## src/rtl/xlate_pkg.sv

```systemverilog
package xlate_pkg;
  localparam int ADDR_W = 32;
  localparam int IDX_W  = 10;
  localparam int OFS_W  = 12;

  typedef enum logic [2:0] {
    ST_IDLE, ST_L1_REQ, ST_L1_WAIT, ST_L2_REQ, ST_L2_WAIT
  } walk_state_e;

  function automatic logic [ADDR_W-1:0] l1_entry_addr(
      input logic [ADDR_W-1:0] base, input logic [ADDR_W-1:0] va);
    l1_entry_addr = base + {{(ADDR_W-IDX_W-2){1'b0}}, va[ADDR_W-1 -: IDX_W], 2'b00};
  endfunction

  function automatic logic [ADDR_W-1:0] l2_entry_addr(
      input logic [ADDR_W-1:0] l1e, input logic [ADDR_W-1:0] va);
    l2_entry_addr = {l1e[ADDR_W-1:1], 1'b0}
                  + {{(ADDR_W-IDX_W-2){1'b0}}, va[OFS_W +: IDX_W], 2'b00};
  endfunction

  function automatic logic pte_grants(input logic [ADDR_W-1:0] pte, input logic wr);
    pte_grants = pte[0] && (wr ? pte[2] : pte[1]);
  endfunction

  function automatic logic [ADDR_W-1:0] join_phys(
      input logic [ADDR_W-1:0] pte, input logic [ADDR_W-1:0] va);
    join_phys = {pte[ADDR_W-1:OFS_W], va[OFS_W-1:0]};
  endfunction
endpackage

```

## src/rtl/xlate_walk_ctrl.sv

```systemverilog
module xlate_walk_ctrl
  import xlate_pkg::*;
#(
  parameter int ID_W = 5
) (
  input  logic              clk,
  input  logic              rst_n,
  input  logic              req_valid,
  output logic              req_ready,
  input  logic [ADDR_W-1:0] req_vaddr,
  input  logic              req_write,
  input  logic [ID_W-1:0]   req_id,
  input  logic [ADDR_W-1:0] dir_base,
  input  logic              fault_pending,
  output logic              mem_rd_valid,
  input  logic              mem_rd_ready,
  output logic [ADDR_W-1:0] mem_rd_addr,
  input  logic              mem_rsp_valid,
  input  logic [ADDR_W-1:0] mem_rsp_data,
  input  logic              mem_rsp_err,
  output logic              ev_fault,
  output logic              ev_fault_bus,
  output logic [ADDR_W-1:0] cur_vaddr,
  output logic              cur_write,
  output logic [ID_W-1:0]   cur_id,
  output logic              rsp_valid,
  output logic [ADDR_W-1:0] rsp_paddr,
  output logic [ID_W-1:0]   rsp_id
);
  walk_state_e       state;
  logic [ADDR_W-1:0] va_q, base_q, l1e_q;
  logic              wr_q;
  logic [ID_W-1:0]   id_q;

  logic accept, l1_beat, l2_beat, l1_miss, l2_deny, bus_hit, walk_ok;

  assign req_ready    = (state == ST_IDLE) && !fault_pending;
  assign accept       = req_valid && req_ready;
  assign l1_beat      = (state == ST_L1_WAIT) && mem_rsp_valid;
  assign l2_beat      = (state == ST_L2_WAIT) && mem_rsp_valid;
  assign bus_hit      = (l1_beat || l2_beat) && mem_rsp_err;
  assign l1_miss      = l1_beat && !mem_rsp_err && !mem_rsp_data[0];
  assign l2_deny      = l2_beat && !mem_rsp_err && !pte_grants(mem_rsp_data, wr_q);
  assign walk_ok      = l2_beat && !mem_rsp_err && pte_grants(mem_rsp_data, wr_q);
  assign ev_fault     = bus_hit || l1_miss || l2_deny;
  assign ev_fault_bus = bus_hit;

  assign mem_rd_valid = (state == ST_L1_REQ) || (state == ST_L2_REQ);
  assign mem_rd_addr  = (state == ST_L2_REQ) ? l2_entry_addr(l1e_q, va_q)
                                             : l1_entry_addr(base_q, va_q);
  assign cur_vaddr = va_q;
  assign cur_write = wr_q;
  assign cur_id    = id_q;

  always_ff @(posedge clk or negedge rst_n) begin
    if (!rst_n) begin
      state     <= ST_IDLE;
      va_q      <= '0;
      base_q    <= '0;
      l1e_q     <= '0;
      wr_q      <= 1'b0;
      id_q      <= '0;
      rsp_valid <= 1'b0;
      rsp_paddr <= '0;
      rsp_id    <= '0;
    end else begin
      rsp_valid <= 1'b0;
      unique case (state)
        ST_IDLE: if (accept) begin
          va_q   <= req_vaddr;
          base_q <= dir_base;
          wr_q   <= req_write;
          id_q   <= req_id;
          state  <= ST_L1_REQ;
        end
        ST_L1_REQ: if (mem_rd_ready) state <= ST_L1_WAIT;
        ST_L1_WAIT: if (mem_rsp_valid) begin
          l1e_q <= mem_rsp_data;
          state <= ev_fault ? ST_IDLE : ST_L2_REQ;
        end
        ST_L2_REQ: if (mem_rd_ready) state <= ST_L2_WAIT;
        ST_L2_WAIT: if (mem_rsp_valid) begin
          state <= ST_IDLE;
          if (walk_ok) begin
            rsp_valid <= 1'b1;
            rsp_paddr <= join_phys(mem_rsp_data, va_q);
            rsp_id    <= id_q;
          end
        end
        default: state <= ST_IDLE;
      endcase
    end
  end

  AST_ONE_READ_OUT: assert property (@(posedge clk) disable iff (!rst_n)
    mem_rd_valid && mem_rd_ready |=> !mem_rd_valid);
  AST_RD_HELD: assert property (@(posedge clk) disable iff (!rst_n)
    mem_rd_valid && !mem_rd_ready |=> mem_rd_valid && $stable(mem_rd_addr));
  AST_L1_MISS_STOPS: assert property (@(posedge clk) disable iff (!rst_n)
    l1_miss |=> !mem_rd_valid);
  AST_OFFSET_KEPT: assert property (@(posedge clk) disable iff (!rst_n)
    rsp_valid |-> rsp_paddr[OFS_W-1:0] == va_q[OFS_W-1:0]);
endmodule

```

## src/rtl/xlate_fault_hold.sv

```systemverilog
module xlate_fault_hold
  import xlate_pkg::*;
#(
  parameter int ID_W = 5
) (
  input  logic              clk,
  input  logic              rst_n,
  input  logic              ev_fault,
  input  logic              ev_fault_bus,
  input  logic [ADDR_W-1:0] cur_vaddr,
  input  logic              cur_write,
  input  logic [ID_W-1:0]   cur_id,
  input  logic              flt_ack,
  output logic              flt_valid,
  output logic              flt_bus,
  output logic [ADDR_W-1:0] flt_vaddr,
  output logic              flt_write,
  output logic [ID_W-1:0]   flt_id
);
  always_ff @(posedge clk or negedge rst_n) begin
    if (!rst_n) begin
      flt_valid <= 1'b0;
      flt_bus   <= 1'b0;
      flt_vaddr <= '0;
      flt_write <= 1'b0;
      flt_id    <= '0;
    end else if (ev_fault) begin
      flt_valid <= 1'b1;
      flt_bus   <= ev_fault_bus;
      flt_vaddr <= cur_vaddr;
      flt_write <= cur_write;
      flt_id    <= cur_id;
    end else if (flt_ack) begin
      flt_valid <= 1'b0;
    end
  end

  AST_FAULT_HELD: assert property (@(posedge clk) disable iff (!rst_n)
    flt_valid && !flt_ack |=> flt_valid && $stable(flt_vaddr) && $stable(flt_id));
endmodule

```

## src/rtl/xlate_walker.sv

```systemverilog
module xlate_walker
  import xlate_pkg::*;
#(
  parameter int ID_W = 5
) (
  input  logic              clk,
  input  logic              rst_n,
  input  logic              req_valid,
  output logic              req_ready,
  input  logic [ADDR_W-1:0] req_vaddr,
  input  logic              req_write,
  input  logic [ID_W-1:0]   req_id,
  input  logic [ADDR_W-1:0] dir_base,
  output logic              rsp_valid,
  output logic [ADDR_W-1:0] rsp_paddr,
  output logic [ID_W-1:0]   rsp_id,
  output logic              flt_valid,
  output logic              flt_bus,
  output logic [ADDR_W-1:0] flt_vaddr,
  output logic              flt_write,
  output logic [ID_W-1:0]   flt_id,
  input  logic              flt_ack,
  output logic              mem_rd_valid,
  input  logic              mem_rd_ready,
  output logic [ADDR_W-1:0] mem_rd_addr,
  input  logic              mem_rsp_valid,
  input  logic [ADDR_W-1:0] mem_rsp_data,
  input  logic              mem_rsp_err
);
  logic              ev_fault, ev_fault_bus, cur_write;
  logic [ADDR_W-1:0] cur_vaddr;
  logic [ID_W-1:0]   cur_id;

  xlate_walk_ctrl #(.ID_W(ID_W)) u_ctrl (
    .clk(clk), .rst_n(rst_n),
    .req_valid(req_valid), .req_ready(req_ready), .req_vaddr(req_vaddr),
    .req_write(req_write), .req_id(req_id), .dir_base(dir_base),
    .fault_pending(flt_valid),
    .mem_rd_valid(mem_rd_valid), .mem_rd_ready(mem_rd_ready), .mem_rd_addr(mem_rd_addr),
    .mem_rsp_valid(mem_rsp_valid), .mem_rsp_data(mem_rsp_data), .mem_rsp_err(mem_rsp_err),
    .ev_fault(ev_fault), .ev_fault_bus(ev_fault_bus),
    .cur_vaddr(cur_vaddr), .cur_write(cur_write), .cur_id(cur_id),
    .rsp_valid(rsp_valid), .rsp_paddr(rsp_paddr), .rsp_id(rsp_id)
  );

  xlate_fault_hold #(.ID_W(ID_W)) u_fault (
    .clk(clk), .rst_n(rst_n),
    .ev_fault(ev_fault), .ev_fault_bus(ev_fault_bus),
    .cur_vaddr(cur_vaddr), .cur_write(cur_write), .cur_id(cur_id),
    .flt_ack(flt_ack),
    .flt_valid(flt_valid), .flt_bus(flt_bus), .flt_vaddr(flt_vaddr),
    .flt_write(flt_write), .flt_id(flt_id)
  );

  AST_FAULT_BLOCKS_REQ: assert property (@(posedge clk) disable iff (!rst_n)
    flt_valid |-> !req_ready);
  AST_RSP_FLT_EXCL: assert property (@(posedge clk) disable iff (!rst_n)
    !(rsp_valid && flt_valid));
endmodule

```

## config.mk

```make
export PLATFORM = sky130hd
export DESIGN_NAME = xlate_walker
export DESIGN_NICKNAME = d
export VERILOG_FILES = /design/src/rtl/xlate_pkg.sv /design/src/rtl/xlate_walk_ctrl.sv /design/src/rtl/xlate_fault_hold.sv /design/src/rtl/xlate_walker.sv
export SDC_FILE = /design/constraint.sdc
export NUM_CORES = 1
export LEC_CHECK = 0
export BUFFER_PORTS_ARGS = -buffer_cell sky130_fd_sc_hd__buf_4
export CORE_UTILIZATION = 55
export CTS_BUF_LIST = sky130_fd_sc_hd__clkbuf_2 sky130_fd_sc_hd__clkbuf_4 sky130_fd_sc_hd__clkbuf_8
export CTS_CLUSTER_DIAMETER = 150
export DETAILED_ROUTE_END_ITERATION = 16
export HOLD_SLACK_MARGIN = 0.12
export PLACE_DENSITY = 0.79
export REMOVE_ABC_BUFFERS = 1
export SYNTH_ARGS = -nofsm -noshare
export SYNTH_HDL_FRONTEND = slang
export SYNTH_SLANG_ARGS = --single-unit
```

## constraint.sdc

```tcl
create_clock -name clk -period 4.1 [get_ports clk]
set_clock_uncertainty 0.05 [all_clocks]
set_input_delay 0.82 -clock clk [delete_from_list [all_inputs] [get_ports clk]]
set_output_delay 0.82 -clock clk [all_outputs]
set_load 0.005 [all_outputs]
```

==> load_flow_metrics.sql, run 1 <==
INSERT INTO impl_metrics (metric_group, metric, value, unit) VALUES
('status', 'status', 'finished, final reports clean', ''),
('worst_setup_path', 'end_of_the_worst_register_to_register_path', 'u_ctrl.base_q[10]', ''),
('floorplan', 'initial_core_util', '0.5634', ''),
('pwr', 'ir_drop', '0.4079', 'mV'),
('layout', 'layout.cells.non_filler', '1156', ''),
('timing', 'grt_setup_unrepaired', 'false', ''),
('grt', 'grt_start_max_net_pins', '107', ''),
('pwr', 'share_clk_of_total_power', '0.128', ''),
('routing', 'ant_nets', '0', ''),
('timing', 'finalSetupTns', '0', 'ps'),
('layout', 'antennaDiodeCount', '0', ''),
('logic_synthesis', 'syn-instance-count', '707', ''),
('pwr', 'power_leakage', '5.258', 'nW'),
('worst_setup_path', 'cpPeakStageDelay', '440', 'ps'),
('run', 'max_cap_viols', '0', ''),
('worst_setup_path', 'timing.rr.start', 'u_ctrl.state[1]', ''),
('worst_setup_path', 'critical_path_arrival', '3090', 'ps'),
('grt', 'grt_antenna_before_repair', '0', ''),
('timing', 'fmax', '252.3', 'MHz'),
('logic_synthesis', 'synthesis.area', '8950', 'um^2'),
('floorplan', 'boundaryPins', '221', ''),
('logic_synthesis', 'yosysWarnings', '0', ''),
('pwr', 'power.sequential.fraction', '0.350', ''),
('layout', 'fin_nets', '1058', ''),
('cts', 'clk_pin_slew', '90', 'ps'),
('place', 'placedCellCount', '1121', ''),
('layout', 'area.growth.synth_to_final', '25.72', '%'),
('logic_synthesis', 'synthDominantCellAreaShare', '0.5089', ''),
('timing', 'finalSetupViolations', '0', ''),
('cts', 'clock_tree.buffer_depth', '2', ''),
('grt', 'gr-usage-all-layers', '0.2741', ''),
('logic_synthesis', 'yosys-top-cells-area', 'dfrtp_1 51%, mux2_2 16%, mux2_1 6.4%', ''),
('floorplan', 'chipWidth', '129.6', 'um'),
('timing', 'slew-limit-headroom', '0.3132', ''),
('timing', 'finalCriticalPeriod', '3964', 'ps'),
('layout', 'finish.utilization', '0.7083', ''),
('cts', 'cts_tree', 'built', ''),
('logic_synthesis', 'synth_flop_cell', 'dfrtp_1', ''),
('routing', 'drc', '0', ''),
('place', 'place.port_buffers', '220', ''),
('worst_setup_path', 'startpoint', 'u_ctrl.cur_vaddr[22]', ''),
('timing', 'max_slew.worst_pin.slew', '1030', 'ps'),
('routing', 'firstDrtPassIters', '5', ''),
('logic_synthesis', 'synth_enable_flop_cells', '0', ''),
('routing', 'route.detailed.wl_per_inst', '19.15', 'um'),
('worst_setup_path', 'highest_fanout_seen_on_the_critical_path', '3', ''),
('floorplan', 'y_dimension_of_the_die', '129.6', 'um'),
('cts', 'tritoncts.num_buffers', '17', ''),
('routing', 'detail_route.vias_per_cell', '5.670', ''),
('cts', 'clock_sinks', '182', ''),
('logic_synthesis', 'post-synth-top-area-cell', 'dfrtp_1', ''),
('floorplan', 'die_area', '16790', 'um^2'),
('layout', 'final-seq-area', '4554', 'um^2'),
('place', 'place_congestion', '0.8880', ''),
('worst_hold_path', 'hold_path_class', 'primary input to asynchronous set/reset pin', ''),
('grt', 'grt_first_pass_wirelength', '35.11', 'mm'),
('logic_synthesis', 'synth.ff_latch_count', '182', ''),
('cts', 'cts_max_level', '4', ''),
('worst_setup_path', 'critical_path.startpoint_type', 'register', ''),
('pwr', 'power.internal', '0.005663', 'W'),
('worst_setup_path', 'cp_data_required_time', '3230', 'ps'),
('cts', 'post_cts_hold_buffer_count', '0', ''),
('timing', 'timing_hold_violations_final', '0', ''),
('timing', 'final-max-slew-violation-count', '0', ''),
('place', 'dp.final_hpwl', '16.11', 'mm'),
('grt', 'grt.overflow.total', '0', ''),
('logic_synthesis', 'seq_area_frac_synth', '0.5089', ''),
('worst_setup_path', 'critical_path.endpoint_type', 'output port', ''),
('timing', 'post-route-period-util', '0.9667', ''),
('worst_setup_path', 'worstRegToRegCells', '3', ''),
('pwr', 'combinationalPowerShare', '0.522', '');
-- critical path, delay by kind of cell (launching register included) --
kind	cells	cell delay, ps
flip-flops	1	400
XOR/XNOR	1	130
adder cells (fa/ha/maj)	2	680
multiplexers	1	260
AO/OA/AOI/OAI	3	880
AND/OR/NAND/NOR	1	120
buffers and inverters	1	130
-- cells in the mapped netlist, types with 5 or more instances --
| library cell | n |
|---|---|
| inv_1 | 11 |
| clkbuf_1 | 13 |
| dfrtp_1 | 182 |
| nor2_1 | 20 |
| buf_2 | 10 |
| xor2_1 | 27 |
| o21ai_0 | 9 |
| ha_1 | 20 |
| nand2_1 | 35 |
| nand3_1 | 22 |
| a21o_1 | 10 |
| mux2_2 | 124 |
| mux2i_1 | 18 |
| nor3_1 | 9 |
| mux2_1 | 51 |
| and4_1 | 5 |
| a21oi_1 | 22 |
| xnor2_1 | 21 |
| nand4_1 | 11 |
| and3_1 | 9 |
-- through the flow --
| step | power (W) | worst slack [ps] | hold WS, ps | cell area [um^2] |
|---|---|---|---|---|
| after floorplan | 0.006089 | -336.8 | 414.4 | 8802 |
| after global placement | 0.007976 | 569.9 | 420.3 | 10820 |
| after detailed placement | 0.008178 | 514.2 | 426.2 | 10820 |
| after CTS | 0.009408 | 11.97 | 425.1 | 11220 |
| after global routing | 0.01008 | 9.029 | 461.3 | 11250 |
| final | 0.009425 | 136.3 | 407.3 | 11250 |
-- layer usage --
layer | wire, um | global-route usage | vias up | part of all wire
li1 | - | - | 3003 | -
met1 | 9306 | 0.3454 | 3272 | 0.42
met2 | 10740 | 0.4489 | 249 | 0.49
met3 | 1694 | 0.08877 | 31 | 0.077
met4 | 389 | 0.08687 | 0 | 0.018
met5 | 0 | 0 | - | 0
-- logic make-up (layout without fill, tap and decap cells) --
logic type | after synthesis | in the layout | synth area share
AO/OA/AOI/OAI | 85 | 85 | 0.06683
flip-flops | 182 | 182 | 0.5089
buffers and inverters | 41 | 274 | 0.02111
multiplexers | 193 | 193 | 0.2403
AND/OR/NAND/NOR | 136 | 136 | 0.08346
XOR/XNOR | 48 | 48 | 0.04697
adder cells (fa/ha/maj) | 22 | 22 | 0.03243
-- registers in the layout, indices dropped and copies added, names as in the netlist --
signal,count
u_ctrl.state,3
u_ctrl.cur_vaddr,32
u_fault.flt_valid,1
u_fault.flt_bus,1
u_ctrl.l1e_q,31
u_ctrl.rsp_paddr,32
u_ctrl.cur_id,5
u_fault.flt_vaddr,32
u_fault.flt_id,5
u_ctrl.rsp_id,5
u_fault.flt_write,1
u_ctrl.cur_write,1
u_ctrl.base_q,32
u_ctrl.rsp_valid,1
-- how the worst min path moves through the flow --
| stage | from | endpoint | slack [ps] | cells after the start |
|---|---|---|---|---|
| floorplan | u_ctrl.base_q[1] | u_ctrl.base_q[1] | 410 | 1 |
| global placement | u_fault.flt_vaddr[17] | u_fault.flt_vaddr[17] | 420 | 1 |
| detailed placement | u_ctrl.rsp_paddr[16] | u_ctrl.rsp_paddr[16] | 430 | 1 |
| CTS | rst_n | u_ctrl.base_q[6] | 430 | 1 |
| global route | rst_n | u_fault.flt_vaddr[23] | 460 | 1 |
| finish | rst_n | u_ctrl.base_q[1] | 410 | 1 |
-- what timing repair did --
| item | 4_1_cts | 5_1_grt |
|---|---|---|
| pin swaps | 0 | 1 |
| gates resized for setup | 1 | 2 |
| setup buffers | 0 | 3 |
| setup endpoints to repair | 7 | 11 |
-- layout make-up --
class                   count  share of cell area
clock inverters            14             0.01390
inverters                  11            0.003670
repair buffers            231              0.1547
flip-flops and latches    182              0.4048
clock buffers              18             0.02202
well taps                 216             0.02402
multi-input cells         484              0.3770
-- cell usage in the layout (no fill, tap or decap), types with 3 or more instances in the layout --
cell / instances
mux2i_1: 18
inv_6: 6
clkinv_8: 4
xor2_1: 27
o21ai_0: 9
a211oi_2: 3
nand2b_1: 3
mux2_1: 51
nand2_1: 34
clkbuf_8: 19
and4_1: 5
o31a_1: 4
nor3_1: 8
a21o_1: 10
o21ai_1: 4
xnor2_1: 21
mux2_2: 124
nand4_1: 11
and3_1: 9
buf_4: 230
a31oi_1: 3
nand3_1: 22
nor2b_1: 3
a21oi_1: 22
a211oi_1: 3
nor2_1: 18
inv_1: 11
and2_1: 3
dfrtp_1: 182
nor3_2: 5
o211ai_1: 3
ha_1: 20
-- power groups by stage --
stage | Sequential (W) | Combinational (W) | Clock (W)
after floorplan | 0.00314 | 0.00295 | 0
after global placement | 0.00325 | 0.00473 | 0
after detailed placement | 0.00332 | 0.00485 | 0
after CTS | 0.00329 | 0.00488 | 0.00124
after global routing | 0.00342 | 0.00536 | 0.00131
final | 0.00330 | 0.00492 | 0.00121
Power figures use the tool's default switching activity.
==> run 2, diff against run 1 <==
--- a/config.mk
+++ b/config.mk
@@ -6,6 +6,7 @@
 export NUM_CORES = 1
 export LEC_CHECK = 0
 export BUFFER_PORTS_ARGS = -buffer_cell sky130_fd_sc_hd__buf_4
+export CORE_ASPECT_RATIO = 0.6
 export CORE_UTILIZATION = 55
 export CTS_BUF_LIST = sky130_fd_sc_hd__clkbuf_2 sky130_fd_sc_hd__clkbuf_4 sky130_fd_sc_hd__clkbuf_8
 export CTS_CLUSTER_DIAMETER = 150
==> load_flow_metrics.sql, run 2 (synthesis gave the netlist of run 1 again) <==
INSERT INTO impl_metrics (metric_group, metric, value, unit) VALUES
('timing', 'max_slew.worst_pin.slew', '1067', 'ps'),
('routing', 'drc', '0', ''),
('routing', 'ant_nets', '0', ''),
('cts', 'cts_max_level', '4', ''),
('layout', 'area.growth.synth_to_final', '26.24', '%'),
('cts', 'cts_tree', 'built', ''),
('layout', 'final_cell_mix', '230 x buf_4, 182 x dfrtp_1, 124 x mux2_2', ''),
('cts', 'tritoncts.num_buffers', '17', ''),
('layout', 'fin_nets', '1061', ''),
('timing', 'finalSetupTns', '0', 'ps'),
('worst_hold_path', 'hold_path_class', 'primary input to asynchronous set/reset pin', ''),
('worst_setup_path', 'timing_worst_setup_path_type', 'register to output port', ''),
('grt', 'gr-usage-all-layers', '0.2821', ''),
('worst_setup_path', 'critical_path.startpoint_type', 'register', ''),
('timing', 'timing_hold_violations_final', '0', ''),
('worst_setup_path', 'cp_data_required_time', '3230', 'ps'),
('pwr', 'report.power.total', '0.009715', 'W'),
('place', 'place_congestion', '0.8482', ''),
('worst_setup_path', 'worstRegToRegCells', '3', ''),
('timing', 'slew-limit-headroom', '0.2888', ''),
('layout', 'layout-drive-gt1-share', '0.4369', ''),
('floorplan', 'boundaryPins', '221', ''),
('routing', 'wl', '23.20', 'mm'),
('layout', 'finish.utilization', '0.7227', ''),
('floorplan', 'chipWidth', '166.7', 'um'),
('worst_setup_path', 'critical_path.endpoint_type', 'output port', ''),
('pwr', 'power-per-cell-area', '859.8', 'nW/um^2'),
('timing', 'finalCriticalPeriod', '3955', 'ps'),
('worst_setup_path', 'worstSetupPathDepth', '10', ''),
('routing', 'firstDrtPassIters', '5', ''),
('layout', 'layout_commonest_cell', 'buf_4', ''),
('floorplan', 'initial_core_util', '0.5725', ''),
('place', 'dp.final_hpwl', '16.42', 'mm'),
('grt', 'grt.overflow.total', '0', ''),
('status', 'status', 'finished, final reports clean', ''),
('cts', 'clk_pin_slew', '110', 'ps'),
('routing', 'drtIter0Drc', '420', ''),
('floorplan', 'row_count', '35', ''),
('grt', 'via_count_of_the_first_global_routing_pass', '6729', ''),
('worst_setup_path', 'critical-path-top-delay-family', 'compound AO/OA/AOI/OAI gates', ''),
('timing', 'final-max-slew-violation-count', '0', ''),
('grt', 'grt_antenna_before_repair', '0', ''),
('grt', 'grt_start_max_net_pins', '129', ''),
('cts', 'root_buffer_cell', 'clkbuf_8', ''),
('worst_setup_path', 'highest_fanout_seen_on_the_critical_path', '10', ''),
('pwr', 'ir_drop', '0.4120', 'mV'),
('floorplan', 'die_area', '16800', 'um^2'),
('worst_setup_path', 'crit_buf_inv', '2', ''),
('grt', 'grt_first_pass_wirelength', '36.30', 'mm'),
('worst_setup_path', 'critical-path-slowest-cell', 'dfrtp_1', ''),
('timing', 'fmax', '252.9', 'MHz'),
('floorplan', 'fp.coreArea', '15630', 'um^2'),
('routing', 'detail_route.vias_per_cell', '5.784', ''),
('run', 'max_cap_viols', '0', ''),
('pwr', 'power_leakage', '5.278', 'nW'),
('cts', 'clock_sinks', '182', ''),
('layout', 'antennaDiodeCount', '0', ''),
('worst_setup_path', 'critical_path_arrival', '3080', 'ps'),
('floorplan', 'y_dimension_of_the_die', '100.8', 'um'),
('timing', 'finalSetupViolations', '0', ''),
('timing', 'hold_ws', '419.6', 'ps'),
('worst_setup_path', 'rrSetupSlack', '1380', 'ps'),
('cts', 'clock_latency_on_the_worst_skew_pair', '460', 'ps'),
('place', 'place_area', '10820', 'um^2'),
('layout', 'design_area', '11300', 'um^2'),
('routing', 'via_count', '6628', ''),
('worst_setup_path', 'cp_cell_sequence', 'ha_1 > fa_1 > a21o_1 > a221o_1 > o21ai_4 > buf_12 > nor3_1 > xnor2_1 > mux2i_1 > buf_4', ''),
('timing', 'grt_setup_unrepaired', 'false', ''),
('timing', 'post-route-period-util', '0.9646', ''),
('worst_setup_path', 'cpPeakStageDelay', '420', 'ps'),
('cts', 'clock_tree.buffer_depth', '2', ''),
('routing', 'route.detailed.wl_per_inst', '20.25', 'um'),
('place', 'place.port_buffers', '220', '');
-- run 2: cell count changes in the layout (fill, tap and decap cells not counted) --
cell        change
fa_1            -1
a221o_1         +1
o21ai_1         -1
clkinv_8        -3
o21ai_2         +1
bufinv_16       +1
inv_8           +2
buf_12          +2
clkinv_4        +1
a2111oi_1       -1
a2111oi_2       +1
fa_2            +1
clkinvlp_4      +2
inv_6           -3
-- run 2: power breakdown --
| group | leakage [nW] | switching, W | internal (W) | total, W |
|---|---|---|---|---|
| clock network | 0.197 | 0.000728 | 0.000526 | 0.00125 |
| logic | 2.85 | 0.00250 | 0.00266 | 0.00516 |
| registers | 2.24 | 0.000697 | 0.00260 | 0.00330 |
| total | 5.28 | 0.00393 | 0.00579 | 0.00971 |
-- run 2: routing by layer --
layer	global-route usage	vias up	share of wire
li1	-	3009	-
met1	0.3858	3297	0.45
met2	0.4415	290	0.45
met3	0.08716	32	0.091
met4	0.07051	0	0.010
met5	0	-	0
-- run 2: stage by stage --
stage	setup slack, ps	instances
floorplan	-336.8	677
global placement	526.7	1109
detailed placement	491.3	1109
CTS	7.679	1141
global route	22.42	1146
finish	145.3	1146
-- run 2: final cells by class --
type / instances / area [um^2]
Timing Repair Buffer: 233 / 1780
Clock buffer: 18 / 247.7
Tap cell: 203 / 254.0
Inverter: 11 / 41.29
Sequential cell: 182 / 4554
Multi-Input combinational cell: 485 / 4263
Clock inverter: 14 / 157.7
Fill cell: 1101 / 4335
-- run 2: path summary, 6_finish.rpt --
kind | startpoint | endpoint
worst max register to register | u_ctrl.state[1] | u_ctrl.base_q[10]
worst min register to register | u_fault.flt_id[3] | u_fault.flt_id[3]
worst max-delay path | u_ctrl.cur_vaddr[12] | mem_rd_addr[20]
min in group clk | u_fault.flt_id[3] | u_fault.flt_id[3]
max in group asynchronous | rst_n | u_ctrl.rsp_paddr[14]
worst min-delay path | rst_n | u_fault.flt_write
-- run 2: worst reg2reg max path, stage by stage, from the launching register on --
cell	delay, ps
dfrtp_1	490
nor4_1	710
nand2_4	720
mux2_1	620
-- run 2: what timing repair did --
action                                  in CTS  in global routing
resized for setup                            1                  5
pin swaps                                    0                  3
buffers inserted                             0                  4
endpoints found under the setup margin       2                 13
cloned                                       0                  1
hold buffers                                 0                  0
==> run 3, diff against run 2 <==
--- a/config.mk
+++ b/config.mk
@@ -7,6 +7,7 @@
 export LEC_CHECK = 0
 export BUFFER_PORTS_ARGS = -buffer_cell sky130_fd_sc_hd__buf_4
 export CORE_ASPECT_RATIO = 0.6
+export CORE_MARGIN = 2
 export CORE_UTILIZATION = 55
 export CTS_BUF_LIST = sky130_fd_sc_hd__clkbuf_2 sky130_fd_sc_hd__clkbuf_4 sky130_fd_sc_hd__clkbuf_8
 export CTS_CLUSTER_DIAMETER = 150
==> load_flow_metrics.sql, run 3 (synthesis gave the netlist of run 1 again) <==
INSERT INTO impl_metrics (metric_group, metric, value, unit) VALUES
('status', 'status', 'finished, final reports clean', ''),
('timing', 'post-route-period-util', '0.9603', ''),
('worst_setup_path', 'critical-path-slowest-cell', 'dfrtp_1', ''),
('layout', 'area.growth.synth_to_final', '25.63', '%'),
('floorplan', 'die_area', '17340', 'um^2'),
('floorplan', 'y_dimension_of_the_die', '102.8', 'um'),
('place', 'dp.final_hpwl', '15.95', 'mm'),
('pwr', 'report.power.total', '0.009501', 'W'),
('floorplan', 'row_count', '36', ''),
('timing', 'finalSetupViolations', '0', ''),
('place', 'place_congestion', '0.8481', ''),
('worst_setup_path', 'cp_data_required_time', '3230', 'ps'),
('cts', 'clk_pin_slew', '90', 'ps'),
('timing', 'finalCriticalPeriod', '3937', 'ps'),
('layout', 'fin_nets', '1060', ''),
('cts', 'tritoncts.num_buffers', '17', ''),
('timing', 'finalSetupTns', '0', 'ps'),
('grt', 'grt_first_pass_wirelength', '34.61', 'mm'),
('grt', 'gr-usage-all-layers', '0.2625', ''),
('worst_setup_path', 'crit_buf_inv', '1', ''),
('cts', 'clock_latency_on_the_worst_skew_pair', '450', 'ps'),
('routing', 'drtIter0Drc', '419', ''),
('timing', 'timing_hold_violations_final', '0', ''),
('worst_setup_path', 'critical_path.endpoint_type', 'output port', ''),
('routing', 'detail_route.vias_per_cell', '5.699', ''),
('worst_setup_path', 'timing_worst_setup_path_type', 'register to output port', ''),
('layout', 'layout_commonest_cell', 'buf_4', ''),
('routing', 'ant_nets', '0', ''),
('floorplan', 'initial_core_util', '0.5566', ''),
('routing', 'route.detailed.wl_per_inst', '19.71', 'um'),
('cts', 'clock_tree.buffer_depth', '2', ''),
('place', 'placedCellCount', '1116', ''),
('grt', 'grt_start_max_net_pins', '100', ''),
('grt', 'grt.overflow.total', '0', ''),
('layout', 'final.fill_count', '1188', ''),
('layout', 'antennaDiodeCount', '0', ''),
('pwr', 'ir_drop', '0.4323', 'mV'),
('timing', 'max_slew.worst_pin.slew', '1079', 'ps'),
('floorplan', 'chipWidth', '168.7', 'um'),
('grt', 'via_count_of_the_first_global_routing_pass', '6326', ''),
('layout', 'layout-drive-gt1-share', '0.4352', ''),
('cts', 'clock_sinks', '182', ''),
('pwr', 'power_leakage', '5.256', 'nW'),
('routing', 'via_count', '6559', ''),
('floorplan', 'boundaryPins', '221', ''),
('worst_setup_path', 'critical_path.startpoint_type', 'register', ''),
('cts', 'root_buffer_cell', 'clkbuf_8', ''),
('worst_setup_path', 'cp_cell_sequence', 'ha_1 > a21oi_1 > o21ai_0 > a21oi_2 > a21o_1 > nor4_1 > o31a_1 > buf_4', ''),
('routing', 'drc', '0', ''),
('routing', 'wl', '22.68', 'mm'),
('grt', 'grt_antenna_before_repair', '0', ''),
('routing', 'firstDrtPassIters', '5', ''),
('layout', 'layout.cells.non_filler', '1151', ''),
('cts', 'post_cts_hold_buffer_count', '0', ''),
('worst_setup_path', 'critical_path_arrival', '3070', 'ps'),
('worst_setup_path', 'highest_fanout_seen_on_the_critical_path', '6', ''),
('place', 'detailedPlace.worstSlack', '465.0', 'ps'),
('timing', 'fmax', '254.0', 'MHz'),
('worst_setup_path', 'cpPeakStageDelay', '400', 'ps'),
('cts', 'cts_tree', 'built', ''),
('timing', 'grt_setup_unrepaired', 'false', ''),
('layout', 'multi_input_area', '4258', 'um^2'),
('place', 'place.port_buffers', '220', ''),
('layout', 'final_cell_mix', '231 x buf_4, 182 x dfrtp_1, 124 x mux2_2', ''),
('worst_hold_path', 'hold_path_class', 'primary input to asynchronous set/reset pin', ''),
('place', 'place_area', '10820', 'um^2'),
('floorplan', 'fp.coreArea', '16080', 'um^2'),
('timing', 'final-max-slew-violation-count', '0', ''),
('layout', 'final-seq-area', '4554', 'um^2'),
('timing', 'setup_slack', '162.9', 'ps'),
('layout', 'design_area', '11240', 'um^2'),
('cts', 'cts_max_level', '4', ''),
('timing', 'slew-limit-headroom', '0.2807', ''),
('pwr', 'power-per-cell-area', '845.1', 'nW/um^2'),
('run', 'max_cap_viols', '0', ''),
('worst_setup_path', 'critical-path-top-delay-family', 'compound AO/OA/AOI/OAI gates', '');
run 3: changes by cell type in the layout (fill, tap and decap cells not counted), sizes merged:
cell | previous run | this run
inv | 18 | 16
clkbuf | 19 | 21
buf | 232 | 231
run 3: path summary, 6_finish.rpt:
kind                       cells past startpoint                    to                 start  slack [ps]
max                                            8       mem_rd_addr[31]  u_ctrl.cur_vaddr[21]         160
min                                            1     u_fault.flt_valid                 rst_n         370
max reg2reg                                    3     u_ctrl.base_q[11]       u_ctrl.state[1]        1570
min reg2reg                                    1  u_ctrl.rsp_paddr[25]  u_ctrl.rsp_paddr[25]         450
max in group asynchronous                      2   u_ctrl.cur_vaddr[7]                 rst_n        2720
min in group clk                               1  u_ctrl.rsp_paddr[25]  u_ctrl.rsp_paddr[25]         450
run 3: timing repair:
action / in CTS / in global routing
cloned: 0 / 1
resized for setup: 1 / 4
setup endpoints to repair: 5 / 10
pin swaps: 0 / 2
setup buffers: 0 / 2
run 3: cell type report:
class	instances	share of cell area
clock inverter	12	0.01046
timing repair buffer	232	0.1555
clock buffer	20	0.02337
sequential	182	0.4051
inverter	11	0.003672
tap	209	0.02326
multi-input combinational	485	0.3787
run 3: routing by layer:
layer	track usage	wire, um	part of all wire
met4	0.06167	248	0.011
met2	0.3865	9561	0.42
met1	0.3740	10750	0.47
met5	0	0	0
met3	0.09559	2119	0.093
run 3: report_power, final:
part	internal (W)	switching [W]	total [W]
logic	0.00260	0.00242	0.00502
clock network	0.000521	0.000670	0.00119
registers	0.00261	0.000687	0.00329
total	0.00572	0.00378	0.00950
run 3: metrics by stage:
stage,utilization,hold slack [ps]
3_3_place_gp,0.6731,419.5
2_1_floorplan,-,414.4
3_5_place_dp,0.6731,426.8
5_1_grt,0.6992,408.0
4_1_cts,0.6969,403.3
6_report,0.6992,368.6
